File: config.mk
export PLATFORM = sky130hd
export DESIGN_NAME = host_port_bridge
export DESIGN_NICKNAME = d
export VERILOG_FILES = /design/src/rtl/hpb_pkg.sv /design/src/rtl/hpb_sync.sv /design/src/rtl/hpb_fifo.sv /design/src/rtl/hpb_seq_slot.sv /design/src/rtl/host_port_bridge.sv
export SDC_FILE = /design/constraint.sdc
export NUM_CORES = 1
export LEC_CHECK = 0
export ABC_AREA = 1
export ABC_CLOCK_PERIOD_IN_PS = 4200
export CORE_ASPECT_RATIO = 0.8
export CORE_MARGIN = 2
export CORE_UTILIZATION = 35
export CTS_CLUSTER_SIZE = 24
export DETAILED_ROUTE_END_ITERATION = 8
export HOLD_SLACK_MARGIN = 0.08
export MAX_ROUTING_LAYER = met4
export SLEW_MARGIN = 5
export SYNTH_ARGS = -nofsm -noshare
export SYNTH_HDL_FRONTEND = slang
export SYNTH_SLANG_ARGS = --single-unit
File: constraint.sdc
create_clock -name clk -period 4.2 [get_ports clk]
set_clock_uncertainty 0.2 [all_clocks]
set_input_delay 0.63 -clock clk [delete_from_list [all_inputs] [get_ports clk]]
set_output_delay 0.63 -clock clk [all_outputs]
set_load 0.02 [all_outputs]
File: src/rtl/hpb_pkg.sv
package hpb_pkg;
  typedef struct packed {
    logic cs_n;
    logic wr_n;
    logic rd_n;
    logic a0;
  } hpb_ctl_t;

  localparam int ST_IDLE = 0;
  localparam int ST_FULL = 1;
  localparam int ST_BUSY = 2;
  localparam int ST_OVF  = 3;
endpackage

File: src/rtl/hpb_sync.sv
module hpb_sync #(
  parameter int W = 1,
  parameter int STAGES = 2,
  parameter logic [W-1:0] RST_VAL = '0
) (
  input  logic         clk,
  input  logic         rst,
  input  logic [W-1:0] d,
  output logic [W-1:0] q
);
  logic [STAGES-1:0][W-1:0] stg;

  always_ff @(posedge clk) begin
    if (rst) begin
      stg <= {STAGES{RST_VAL}};
    end else begin
      stg[0] <= d;
      for (int i = 1; i < STAGES; i++) stg[i] <= stg[i-1];
    end
  end

  assign q = stg[STAGES-1];
endmodule

File: src/rtl/hpb_fifo.sv
module hpb_fifo #(
  parameter int W = 15,
  parameter int DEPTH = 64
) (
  input  logic         clk,
  input  logic         rst,
  input  logic         push,
  input  logic [W-1:0] push_data,
  output logic         full,
  output logic         empty,
  output logic         out_valid,
  input  logic         out_ready,
  output logic [W-1:0] out_data
);
  localparam int AW = $clog2(DEPTH);
  localparam logic [AW:0] DEPTH_C = (AW+1)'(DEPTH);

  logic [W-1:0] mem [DEPTH];
  logic [AW:0]  wp, rp;
  logic         pop;

  assign full  = (wp - rp) == DEPTH_C;
  assign empty = (wp == rp);
  assign pop   = !empty && (!out_valid || out_ready);

  // storage without reset so it maps to block RAM
  always_ff @(posedge clk) begin
    if (push && !full) mem[wp[AW-1:0]] <= push_data;
  end

  // registered read port doubles as the output stage
  always_ff @(posedge clk) begin
    if (pop) out_data <= mem[rp[AW-1:0]];
  end

  always_ff @(posedge clk) begin
    if (rst) begin
      wp        <= '0;
      rp        <= '0;
      out_valid <= 1'b0;
    end else begin
      if (push && !full) wp <= wp + 1'b1;
      if (pop) begin
        rp        <= rp + 1'b1;
        out_valid <= 1'b1;
      end else if (out_ready) begin
        out_valid <= 1'b0;
      end
    end
  end
endmodule

File: src/rtl/hpb_seq_slot.sv
module hpb_seq_slot #(
  parameter int W = 8
) (
  input  logic         clk,
  input  logic         rst,
  input  logic         load,
  input  logic [W-1:0] load_data,
  output logic         drop,
  output logic         valid,
  input  logic         ready,
  output logic [W-1:0] data
);
  logic can_take;

  assign can_take = !valid || ready;
  assign drop     = load && !can_take;

  always_ff @(posedge clk) begin
    if (rst) begin
      valid <= 1'b0;
      data  <= '0;
    end else if (load && can_take) begin
      valid <= 1'b1;
      data  <= load_data;
    end else if (ready) begin
      valid <= 1'b0;
    end
  end
endmodule

File: src/rtl/host_port_bridge.sv
module host_port_bridge
  import hpb_pkg::*;
#(
  parameter int DW = 8,
  parameter int IMM_DEPTH = 64,
  parameter int SYNC_STAGES = 2
) (
  input  logic          clk,
  input  logic          rst,
  input  logic          cs_n,
  input  logic          wr_n,
  input  logic          rd_n,
  input  logic          a0,
  input  logic [DW-1:0] bus_din,
  output logic [DW-1:0] bus_dout,
  output logic          bus_oe,
  output logic          reg_wr_valid,
  input  logic          reg_wr_ready,
  output logic [DW-2:0] reg_wr_addr,
  output logic [DW-1:0] reg_wr_data,
  output logic [DW-2:0] reg_rd_addr,
  input  logic [DW-1:0] reg_rd_data,
  output logic          seq_valid,
  input  logic          seq_ready,
  output logic [DW-1:0] seq_data
);
  localparam int RA_W = DW - 1;
  localparam int QW   = RA_W + DW;
  localparam int CW   = $bits(hpb_ctl_t);

  hpb_ctl_t      ctl_raw, c2, c3;
  logic [DW-1:0] d2, d3;

  assign ctl_raw = '{cs_n: cs_n, wr_n: wr_n, rd_n: rd_n, a0: a0};

  hpb_sync #(.W(CW), .STAGES(SYNC_STAGES), .RST_VAL({CW{1'b1}})) u_sync_ctl (
    .clk(clk), .rst(rst), .d(ctl_raw), .q(c2)
  );

  hpb_sync #(.W(DW), .STAGES(SYNC_STAGES), .RST_VAL('0)) u_sync_dat (
    .clk(clk), .rst(rst), .d(bus_din), .q(d2)
  );

  // one more stage to see edges and hold the values seen before them
  always_ff @(posedge clk) begin
    if (rst) begin
      c3 <= '1;
      d3 <= '0;
    end else begin
      c3 <= c2;
      d3 <= d2;
    end
  end

  logic wr_commit, rd_start;
  assign wr_commit = c2.wr_n && !c3.wr_n && !c3.cs_n;
  assign rd_start  = !c2.rd_n && c3.rd_n && !c2.cs_n;

  logic [DW-1:0] idx_q;
  logic          path_dly;
  assign path_dly    = idx_q[DW-1];
  assign reg_rd_addr = idx_q[RA_W-1:0];

  always_ff @(posedge clk) begin
    if (rst) idx_q <= '0;
    else if (wr_commit && !c3.a0) idx_q <= d3;
  end

  logic imm_push, dly_push;
  assign imm_push = wr_commit && c3.a0 && !path_dly;
  assign dly_push = wr_commit && c3.a0 && path_dly;

  logic          fifo_full, fifo_empty;
  logic [QW-1:0] q_out;

  hpb_fifo #(.W(QW), .DEPTH(IMM_DEPTH)) u_imm_q (
    .clk(clk), .rst(rst),
    .push(imm_push), .push_data({idx_q[RA_W-1:0], d3}),
    .full(fifo_full), .empty(fifo_empty),
    .out_valid(reg_wr_valid), .out_ready(reg_wr_ready),
    .out_data(q_out)
  );

  assign reg_wr_addr = q_out[QW-1:DW];
  assign reg_wr_data = q_out[DW-1:0];

  logic dly_drop;

  hpb_seq_slot #(.W(DW)) u_dly_slot (
    .clk(clk), .rst(rst),
    .load(dly_push), .load_data(d3), .drop(dly_drop),
    .valid(seq_valid), .ready(seq_ready), .data(seq_data)
  );

  logic imm_drop, ovf_q;
  assign imm_drop = imm_push && fifo_full;

  always_ff @(posedge clk) begin
    if (rst) ovf_q <= 1'b0;
    else if (imm_drop || dly_drop) ovf_q <= 1'b1;
    else if (rd_start && !c2.a0) ovf_q <= 1'b0;
  end

  logic [DW-1:0] status;
  always_comb begin
    status          = '0;
    status[ST_IDLE] = fifo_empty && !reg_wr_valid;
    status[ST_FULL] = fifo_full;
    status[ST_BUSY] = seq_valid || !seq_ready;
    status[ST_OVF]  = ovf_q;
  end

  always_ff @(posedge clk) begin
    if (rst) begin
      bus_dout <= '0;
      bus_oe   <= 1'b0;
    end else begin
      bus_oe <= !c2.cs_n && !c2.rd_n;
      if (rd_start) bus_dout <= c2.a0 ? reg_rd_data : status;
    end
  end
endmodule

; Yosys cells after proc, flatten, opt, wreduce, memory -nomap -nowiden
; Memories as Yosys holds them, arrays and structs flattened. A register that Yosys moved wholly into a read port is not among the register bits.
; Index checks and enable logic that the tools add are counted.
[word_totals]
mem_count = 1
elab_cells = 69
ff_bits = 78
input_bits = 24
mem_bits_rw = 960
[op_classes]
n_eq_ne = 2
n_mux = 9
n_reduce_logical = 36
add_sub_neg = 3
[mem_list]
columns = memory, depth, word_bits, read_ports, rd_ports_with_merged_regs, write_ports, line_no
row1 = u_imm_q.mem, 64, 15, 1, 1, 1, hpb_fifo.sv:18  ; logic [W-1:0] mem [DEPTH];
[ops]
columns = op, n
row1 = 1-bit logical AND, 16
row2 = "7-bit by 1-bit adder with 7-bit output, second input constant", 2
row3 = 1-bit logical NOT, 13
row4 = 1-bit 2-to-1 mux, 8
row5 = 8-bit 2-to-1 mux, 1
row6 = 7-bit equality test, 1
row7 = "7-bit equality test, second input constant", 1
row8 = 7-bit subtractor, 1
row9 = 2-bit nonzero test, 3
row10 = 1-bit logical OR, 4

; Logic depth before layout (Yosys ltp)
; Gate-level depths: netlist (run 1).
[logic_depth]
word_depth = 8
depth_mapped = 17

; Modules after synthesis
; A second synthesis (run 1) with hierarchy kept.
[unflattened]
hier_cells = 3971
hier_area_um2 = 43459.2
[modules_own_cells]
columns = module, cells_each, area_per_inst_um2, n_inst
row1 = hpb_fifo, 3685, 41073.1, 1
row2 = host_port_bridge, 141, 1173.6, 1
row3 = hpb_sync at u_sync_dat, 58, 534.3, 1
row4 = hpb_seq_slot, 58, 424.2, 1
row5 = hpb_sync at u_sync_ctl, 29, 254.0, 1

; Worst setup path after synthesis (run 1)
; Ideal clock, no wire load.
[synth_timing]
path_kind = reg2reg
startpoint = register u_imm_q.rp[4]
endpoint = memory u_imm_q.mem[55][0] (enable)
synth_period_minus_slack_ns = 3.705
setup_slack_ns = 0.495
path_buffers = 2
t_required_ns = 3.594
arrival_ns = 3.099
setup_time_ns = 0.406
path_stages_with_launch = 13
path_cell_list = dfxtp_1 clkbuf_1 clkinv_1 clkbuf_1 ha_1 nand2_1 nor2_1 nand2_1 nand4_1 nand2_1 nand2_2 nand4_1 nor3_1
[synth_via]
elab_chain_cells = 6
[synth_rtl]
columns = item, line_no
row1 = start: declaration, hpb_fifo.sv:19  ; logic [AW:0] wp, rp;
row2 = start signal: assignment, hpb_fifo.sv:44  ; rp <= rp + 1'b1;
row3 = 7-bit subtractor, hpb_fifo.sv:22  ; assign full = (wp - rp) == DEPTH_C;
row4 = 7-bit equality test, hpb_fifo.sv:22
row5 = 1-bit logical NOT, hpb_fifo.sv:28  ; if (push && !full) mem[wp[AW-1:0]] <= push_data;
row6 = 1-bit logical AND, hpb_fifo.sv:28
row7 = 1-bit 2-to-1 mux, hpb_fifo.sv:28
row8 = 1-bit 2-to-1 mux (implied by the code), hpb_fifo.sv:28
row9 = end: declaration, hpb_fifo.sv:18
; No other way between the ends.

; Final worst setup path (run 1)
[layout_timing]
startpoint = register u_imm_q.wp[5]
endpoint = memory u_imm_q.mem[47][9] (enable)
[layout_via]
elab_chain_cells = 6
[layout_rtl]
columns = item, line_no
row1 = start: declaration, hpb_fifo.sv:19
row2 = start signal: assignment, hpb_fifo.sv:42  ; if (push && !full) wp <= wp + 1'b1;
row3 = 7-bit subtractor, hpb_fifo.sv:22
row4 = 7-bit equality test, hpb_fifo.sv:22
row5 = 1-bit logical NOT, hpb_fifo.sv:28
row6 = 1-bit logical AND, hpb_fifo.sv:28
row7 = 1-bit 2-to-1 mux, hpb_fifo.sv:28
row8 = 1-bit 2-to-1 mux (implied by the code), hpb_fifo.sv:28
; Several ways; a longest one is shown, not always the timed one.

==> results of run 1 <==
## per-layer routing
metal / part of all wire / track usage / wire [um] / vias up
met1: 0.47 / 0.289 / 54100 / 13500
met3: 0.086 / 0.0300 / 9900 / 169
met2: 0.43 / 0.265 / 49400 / 1180
met4: 0.019 / 0.0420 / 2220 / 0
li1: - / - / - / 12700
met5: 0 / - / 0 / -
## Yosys cell counts
library cell  number
clkbuf_1          80
nor3_2             1
buf_8              5
nor2_4             1
buf_6             17
buf_4             34
nand3b_1           1
ha_1               8
nor2_2             2
o211ai_2           3
inv_2             23
buf_12             1
o21ai_0          443
o31ai_1            1
or2_2             14
clkinv_1           9
o22ai_1           18
xor2_1             4
a31oi_1            6
clkbuf_2           1
inv_1             95
nand2_2            2
nor3_1             5
nand3_1          168
dfxtp_1           78
buf_2             54
a21oi_1           53
nand2_1          409
nand4_1            5
o211ai_1         100
o21ai_1           76
or2_1              3
edfxtp_1         975
buf_1             26
nor2_1           853
## cell type report
type | count | area share
Inverter | 127 | 0.0101
Tap cell | 1624 | 0.0423
Clock buffer | 129 | 0.0560
Clock inverter | 59 | 0.0125
Timing Repair Buffer | 184 | 0.0340
Multi-Input combinational cell | 2176 | 0.203
Sequential cell | 1053 | 0.642
## critical path: stages (launching register included)
cell,delay (ns)
dfxtp_1,0.54
ha_1,0.34
nand2_1,0.11
nor2_1,0.06
nand2_1,0.09
nand3_1,0.07
nand2_1,0.06
nand2_1,0.10
nand2_2,0.19
nand4_1,0.78
nor2_1,0.62
buf_4,0.31
## final timing paths
check / startpoint / endpoint / slack (ns) / cells after the start
max: u_imm_q.wp[5] / u_imm_q.mem[47][9] / 0.41 / 11
min: u_sync_dat.q[4] / d3[4] / 0.19 / 2
min reg2reg: u_sync_dat.q[4] / d3[4] / 0.19 / 2
max reg2reg: u_imm_q.wp[5] / u_imm_q.mem[47][9] / 0.41 / 11
## metrics by stage
step | total power, mW | hold WS, ns
2_1_floorplan | 15.9 | 0.188
3_3_place_gp | 17.7 | 0.181
3_5_place_dp | 17.7 | 0.187
4_1_cts | 26.8 | 0.195
5_1_grt | 27.8 | 0.204
6_report | 26.7 | 0.194
## sequential cells by signal (all words and copies together), names as in the netlist, 8 cells and up
signal            cells
bus_dout              8
d3                    8
idx_q                 8
u_dly_slot.data       8
u_imm_q.mem         960
u_imm_q.out_data     15
u_sync_dat.q          8
u_sync_dat.stg        8
## where the power goes
group | switching [mW] | internal (mW)
logic | 4.20 | 1.67
clock network | 3.94 | 5.17
registers | 0.202 | 11.5
total | 8.35 | 18.3
## cells by family (layout without fill, tap and decap cells)
family                   after synthesis  count (layout)  share of synthesized area
AO/OA/AOI/OAI                        700             700                     0.0901
flip-flops                          1053            1053                      0.730
adder cells (fa/ha/maj)                8               8                    0.00237
AND/OR/NAND/NOR                     1464            1464                      0.137
XOR/XNOR                               4               4                   0.000829
buffers and inverters                345             499                     0.0400
==> flow_summary.yaml, run 1 <==
sta:
  worst_slew_pin_slew_ns: 1.35
  finalWorstSetupSlack_ns: 0.406
  hold_viol: 0
  min_period_over_period: 0.903
  drv_slew: 0
  setup_viol: 0
  fmax_ghz: 0.264
  max-slew-margin-rel: 0.101
  rsz0062_at_grt: "false"
  fin_crit_ns: 3.79
  fin_setup_tns_ns: 0
detailed_routing:
  postRouteAntennaNets: 0
  viasPerCell: 5.15
  via_count: 27500
  wl_per_cell_um: 21.6
  drc: 0
  finalWirelength_mm: 116
  first_pass_iters: 5
  drt-initial-drc-count: 3553
synthesis:
  ys_types: 35
  syn_area_per_cell_um2: 11.8
  ys_warn_count: 0
  synth_top_area_frac: 0.693
  ys_seq_elements: 1053
  synth_area_leaders: "edfxtp_1 (69%), nor2_1 (7.6%), o21ai_0 (5.2%)"
  synthCells: 3574
  yosysTopAreaCell: "edfxtp_1"
  syn_area_um2: 42300
  ys_seq_area_frac: 0.730
  syn_nets: 3606
setup_path:
  cp-start-kind: "register"
  critPathRequiredTime_ns: 4.36
  path_class: "register to register"
  critPathMaxFanout: 12
  crit_arrival_ns: 3.95
  cp-end-kind: "register"
cells_and_area:
  multi_input_area_um2: 9770
  fillCellCount: 11300
  diodes: 0
  drive_above_1_share: 0.0915
  regArea_um2: 30900
  layout_commonest_cell: "edfxtp_1"
  fin_area_um2: 48100
  final_core_util: 0.400
  area_growth_pct: 13.8
  mostFrequentLayoutCells: "edfxtp_1 (975), nor2_1 (852), o21ai_0 (443)"
  finalNetCount: 3676
  instances_no_fill: 5352
floorplan:
  die_w_um: 393
  die_area_um2: 124000
  coreArea_um2: 120000
  rows: 114
  io_pins: 65
  initial_utilization: 0.352
  die_y_um: 315
pwr:
  ir_drop_mv: 0.540
  leakagePower_nw: 16.1
  powerDensity_nw_per_um2: 555
cts:
  cts.path.max_buffers: 3
  cts_made_buffers: 102
  post_cts_resized: 0
  htreeDepth: 3
  cts_hold_buffers: 0
  clk_latency_ns: 0.69
  cts.sinks: 1053
  root_buffer: "clkbuf_16"
  tritoncts: "built"
  cts_setup_buffers: 0
  clkTransAtPathRegs_ns: 0.06
grt:
  grt_usage: 0.190
  antenna_found_initial: 1
  grt_max_degree: 201
  grt_pass1_vias: 25600
  grt_pass1_wl_mm: 171
  grt_overflow: 0
place:
  placed_area_um2: 44800
  gp_congestion: 0.894
  hpwl_mm: 64.9
  dp_slack_ns: 0.483
  place_inst: 5164
  io_buffers: 64
status:
  status: "finished clean"
min_path:
  hold_path_class: "register to register"
run:
  maxCapViolCount: 0
Note: power is estimated with default switching activity, not from simulation.
==> inputs of run 2 (changes only) <==
--- a/config.mk
+++ b/config.mk
@@ -12,8 +12,8 @@
 export CORE_UTILIZATION = 35
 export CTS_CLUSTER_SIZE = 24
 export DETAILED_ROUTE_END_ITERATION = 8
-export HOLD_SLACK_MARGIN = 0.08
 export MAX_ROUTING_LAYER = met4
+export SKIP_LAST_GASP = 1
 export SLEW_MARGIN = 5
 export SYNTH_ARGS = -nofsm -noshare
 export SYNTH_HDL_FRONTEND = slang
==> results of run 2 <==
The final DEF is identical to that of run 1; final timing and power are the same.
